### src/rtl/vend_pkg.sv
package vend_pkg;
  typedef enum logic [1:0] {
    ST_IDLE   = 2'd0,
    ST_SELECT = 2'd1,
    ST_TEA    = 2'd2,
    ST_COFFEE = 2'd3
  } vend_state_e;

  typedef enum logic [1:0] {
    PICK_NONE   = 2'd0,
    PICK_CANCEL = 2'd1,
    PICK_TEA    = 2'd2,
    PICK_COFFEE = 2'd3
  } vend_pick_e;
endpackage

### src/rtl/vend_pick.sv
module vend_pick
  import vend_pkg::*;
(
  input  logic       tea,
  input  logic       coffee,
  input  logic       cancel,
  output vend_pick_e pick
);
  // Fixed priority: cancel, then tea, then coffee.
  always_comb begin
    if (cancel)      pick = PICK_CANCEL;
    else if (tea)    pick = PICK_TEA;
    else if (coffee) pick = PICK_COFFEE;
    else             pick = PICK_NONE;
  end
endmodule

### src/rtl/vend_timer.sv
module vend_timer #(
  parameter int CYCLES = 16,
  localparam int CW = (CYCLES > 1) ? $clog2(CYCLES) : 1
) (
  input  logic clk,
  input  logic rst_n,
  input  logic run,
  output logic expire
);
  logic [CW-1:0] cnt;

  // Counts cycles spent in a dispense state. expire is high in the last one.
  always_ff @(posedge clk) begin
    if (!rst_n || !run) cnt <= '0;
    else if (!expire)   cnt <= cnt + 1'b1;
  end

  assign expire = run && (cnt == CW'(CYCLES - 1));
endmodule

### src/rtl/vend_ctrl.sv
module vend_ctrl
  import vend_pkg::*;
#(
  parameter int DISP_CYCLES = 16
) (
  input  logic clk,
  input  logic rst_n,
  input  logic coin_in,
  input  logic btn_tea,
  input  logic btn_coffee,
  input  logic btn_cancel,
  input  logic disp_done,
  output logic coin_return,
  output logic tea_on,
  output logic coffee_on
);
  vend_state_e state, state_nx;
  vend_pick_e  pick;
  logic        dispensing, expire, finish, eject_nx;

  vend_pick u_pick (
    .tea   (btn_tea),
    .coffee(btn_coffee),
    .cancel(btn_cancel),
    .pick  (pick)
  );

  assign dispensing = (state == ST_TEA) || (state == ST_COFFEE);

  vend_timer #(.CYCLES(DISP_CYCLES)) u_timer (
    .clk   (clk),
    .rst_n (rst_n),
    .run   (dispensing),
    .expire(expire)
  );

  assign finish = disp_done || expire;

  always_comb begin
    state_nx = state;
    eject_nx = 1'b0;
    unique case (state)
      ST_IDLE:   if (coin_in) state_nx = ST_SELECT;
      ST_SELECT: begin
        unique case (pick)
          PICK_CANCEL: begin
            state_nx = ST_IDLE;
            eject_nx = 1'b1;
          end
          PICK_TEA:    state_nx = ST_TEA;
          PICK_COFFEE: state_nx = ST_COFFEE;
          default:     state_nx = ST_SELECT;
        endcase
      end
      ST_TEA, ST_COFFEE: if (finish) state_nx = ST_IDLE;
      default: state_nx = ST_IDLE;
    endcase
  end

  always_ff @(posedge clk) begin
    if (!rst_n) begin
      state       <= ST_IDLE;
      coin_return <= 1'b0;
    end else begin
      state       <= state_nx;
      coin_return <= eject_nx;
    end
  end

  assign tea_on    = (state == ST_TEA);
  assign coffee_on = (state == ST_COFFEE);
endmodule

### config.mk
export PLATFORM = sky130hd
export DESIGN_NAME = vend_ctrl
export DESIGN_NICKNAME = d
export VERILOG_FILES = /design/src/rtl/vend_pkg.sv /design/src/rtl/vend_pick.sv /design/src/rtl/vend_timer.sv /design/src/rtl/vend_ctrl.sv
export SDC_FILE = /design/constraint.sdc
export NUM_CORES = 1
export LEC_CHECK = 0
export ABC_AREA = 1
export BUFFER_PORTS_ARGS = -buffer_cell sky130_fd_sc_hd__clkbuf_2
export CAP_MARGIN = 10
export CORE_AREA = 2 2 39 41
export CTS_BUF_LIST = sky130_fd_sc_hd__clkbuf_4 sky130_fd_sc_hd__clkbuf_8 sky130_fd_sc_hd__clkbuf_16
export CTS_CLUSTER_DIAMETER = 150
export DETAILED_ROUTE_END_ITERATION = 16
export DIE_AREA = 0 0 41 43
export SLEW_MARGIN = 20
export SYNTH_ARGS = -nofsm -noshare
export SYNTH_HDL_FRONTEND = slang
export SYNTH_SLANG_ARGS = --single-unit
export TNS_END_PERCENT = 100
### constraint.sdc
create_clock -name clk -period 2.8 [get_ports clk]
set_clock_uncertainty 0.05 [all_clocks]
set_input_delay 0.84 -clock clk [delete_from_list [all_inputs] [get_ports clk]]
set_output_delay 0.84 -clock clk [all_outputs]
set_load 0.01 [all_outputs]
==> impl_metrics.env <==
export IMPL_cts_repair_resized=0
export IMPL_drc=0
export IMPL_synth_common_cells="inv_1, nor2_1, dfxtp_1, nand2_1"
export IMPL_cp_data_required_time_ns=1.91
export IMPL_synth_most_common_cell="inv_1"
export IMPL_gp_congestion=0.644
export IMPL_path_clk_slew_ns=0.05
export IMPL_holdCritStartpoint="u_timer.cnt[2]$_SDFFE_PP0N_"
export IMPL_max_freq_mhz=512
export IMPL_maxSlewViolCount=0
export IMPL_clock_sinks=7
export IMPL_regToRegSetupSlack_ns=1.63
export IMPL_multi_input_area_sq_um=223
export IMPL_rows=14
export IMPL_synth_cell_types=16
export IMPL_status="completed"
export IMPL_powerDensity_nw_per_um2=457
export IMPL_critPathKind="flip-flop to output pin"
export IMPL_crit_chain="inv_1, nor2_1, clkbuf_2"
export IMPL_start_kind="flip-flop"
export IMPL_fillers=149
export IMPL_grt_pass1_wl_um=1170
export IMPL_clk_path_buf_depth=2
export IMPL_synth_edf_count=0
export IMPL_min_path_type="flip-flop to flip-flop"
export IMPL_routed_via_density=4.46
export IMPL_ant_nets=0
export IMPL_crit_path_max_incr_delay_ns=0.51
export IMPL_crit_path_top_delay_cell="dfxtp_1"
export IMPL_synthArstFlopShare_pct=0
export IMPL_hold_buffers=0
export IMPL_finalCritPeriodShare_pct=69.7
export IMPL_portBuffers=9
export IMPL_syn_nets=70
export IMPL_grt_overflow=0
export IMPL_synth_seq_cells=7
export IMPL_final_hold_viol_count=0
export IMPL_num_antenna_cells=0
export IMPL_routed_wl_um=686
export IMPL_final_util_pct=36.6
export IMPL_place_hpwl_um=538
export IMPL_path_max_fanout=9
export IMPL_fp_dieW_um=41
export IMPL_wl_per_cell_um=7.89
export IMPL_synth_area_sq_um=423
export IMPL_holdPathStages=1
export IMPL_synth_warning_count=0
export IMPL_synthCells=59
export IMPL_placeableCoreArea_sq_um=1380
export IMPL_first_pass_iters=4
export IMPL_power_uw=232
export IMPL_cts_buffers=3
export IMPL_r2r_start="u_timer.cnt[0]$_SDFFE_PP0N_"
export IMPL_cts_root_buf="clkbuf_4"
export IMPL_seqCellArea_sq_um=140
export IMPL_hold_ws_ns=0.467
export IMPL_worst_pin_slew_ns=0.332
export IMPL_post_dp_cell_area_sq_um=477
export IMPL_tritoncts="yes"
export IMPL_final_layout_size_suffix_gt1_share_pct=23.9
export IMPL_setup_viol=0
export IMPL_antenna_found_initial=0
export IMPL_io_pins=10
export IMPL_holdPathEnd="u_timer.cnt[2]$_SDFFE_PP0N_"
export IMPL_reg2reg_depth=6
export IMPL_die_h_um=43
export IMPL_yosys_area_top_type_share_pct=33.1
export IMPL_fin_nets=83
export IMPL_cap_violations=0
export IMPL_rsz0062_at_grt="false"
export IMPL_synth_top_area_cell="dfxtp_1"
export IMPL_finalSetupTns_ns=0
export IMPL_fin_crit_ns=1.95
export IMPL_grtUsageTotal_pct=9.83
export IMPL_reg2reg_to="u_timer.cnt[1]$_SDFFE_PP0N_"
export IMPL_syn2layout_area_growth_pct=19.8
export IMPL_start_util_pct=30.6
export IMPL_power_leakage_nw=0.292
export IMPL_worst_skew_pair_late_latency_ns=0.25
export IMPL_ctsHtreeMaxLevel=1
export IMPL_vias=388
export IMPL_ir_drop_uv=150
export IMPL_cts_setup_buffers=0
export IMPL_arrival_ns=1.06
export IMPL_avgSynthCellArea_sq_um=7.17
export IMPL_synth_ff_type="dfxtp_1"
export IMPL_synth_area_top_cells="dfxtp_1, ha_1, inv_1"
export IMPL_final_area_sq_um=507
export IMPL_grt_max_degree=10
export IMPL_grt_pass1_vias=336
export IMPL_critPathCaptureType="output pin"
export IMPL_max_slew_margin_pct=77.8
export IMPL_seq_area_frac_synth_pct=33.1
export IMPL_dieArea_sq_um=1760
export IMPL_drt_iter0_drc=3
logic make-up (layout without fill, tap and decap cells):
logic type,after synthesis,count (layout),synth area share (%)
buffers and inverters,14,26,14.2
flip-flops,7,7,33.1
AO/OA/AOI/OAI,9,9,10.9
AND/OR/NAND/NOR,25,25,29.9
adder cells (fa/ha/maj),4,4,11.8
final cells by class:
type | count | area share, %
well taps | 16 | 3.95
inverters | 13 | 9.63
flip-flops and latches | 7 | 27.7
multi-input cells | 38 | 44.0
clock buffers | 4 | 5.93
repair buffers | 9 | 8.89
registers in the layout, summed over array words and instances (netlist names):
register,count
state,2
coin_return,1
u_timer.cnt,4
critical path: cells and delay by family (launching register included):
family,cells,cell delay (ns)
buffers and inverters,2,0.21
DFF,1,0.51
and+or+nand+nor,1,0.09
report_power, final:
part	switching, mW	internal (mW)
clock	0.0362	0.0640
sequential	0.00483	0.103
combinational	0.0127	0.0105
total	0.0538	0.178
worst max path at each step:
stage               slack, ns               endpoint                   from  depth (start not counted)
detailed placement       0.83  state[0]$_SDFFE_PN0P_                btn_tea                          8
global placement         0.86  state[0]$_SDFFE_PN0P_                btn_tea                          8
global route             0.76                 tea_on  state[1]$_SDFFE_PN0P_                          3
finish                   0.85                 tea_on  state[1]$_SDFFE_PN0P_                          3
CTS                      0.84                 tea_on  state[1]$_SDFFE_PN0P_                          3
floorplan                1.02  state[0]$_SDFFE_PN0P_                btn_tea                          7
layout by cell type (no fill, tap or decap):
master	Yosys	layout
a21oi_1	4	4
a31oi_1	1	1
and3_1	1	1
clkbuf_2	0	9
clkbuf_4	0	4
dfxtp_1	7	7
ha_1	4	4
inv_1	12	12
inv_2	1	1
nand2_1	7	7
nand2_4	1	1
nand3_1	3	3
nand3_2	1	1
nand4_1	2	2
nor2_1	9	9
nor2_4	1	1
o21ai_0	4	4
metal layers:
metal | GRT usage (%) | wire length, um | up-vias | part of all wire [%]
met1 | 12.8 | 358 | 170 | 52
met2 | 12.5 | 288 | 11 | 42
met3 | 3.14 | 39 | 0 | 5.7
met4 | 8.00 | 0 | 0 | 0
li1 | - | - | 207 | -
met5 | 0 | 0 | - | 0
stage by stage:
stage | worst slack (ns) | instances
final | 0.848 | 87
after global routing | 0.760 | 87
after CTS | 0.836 | 87
after detailed placement | 0.829 | 83
after global placement | 0.864 | 83
after floorplan | 1.02 | 59
No activity file was read; power rests on OpenSTA's default activity.
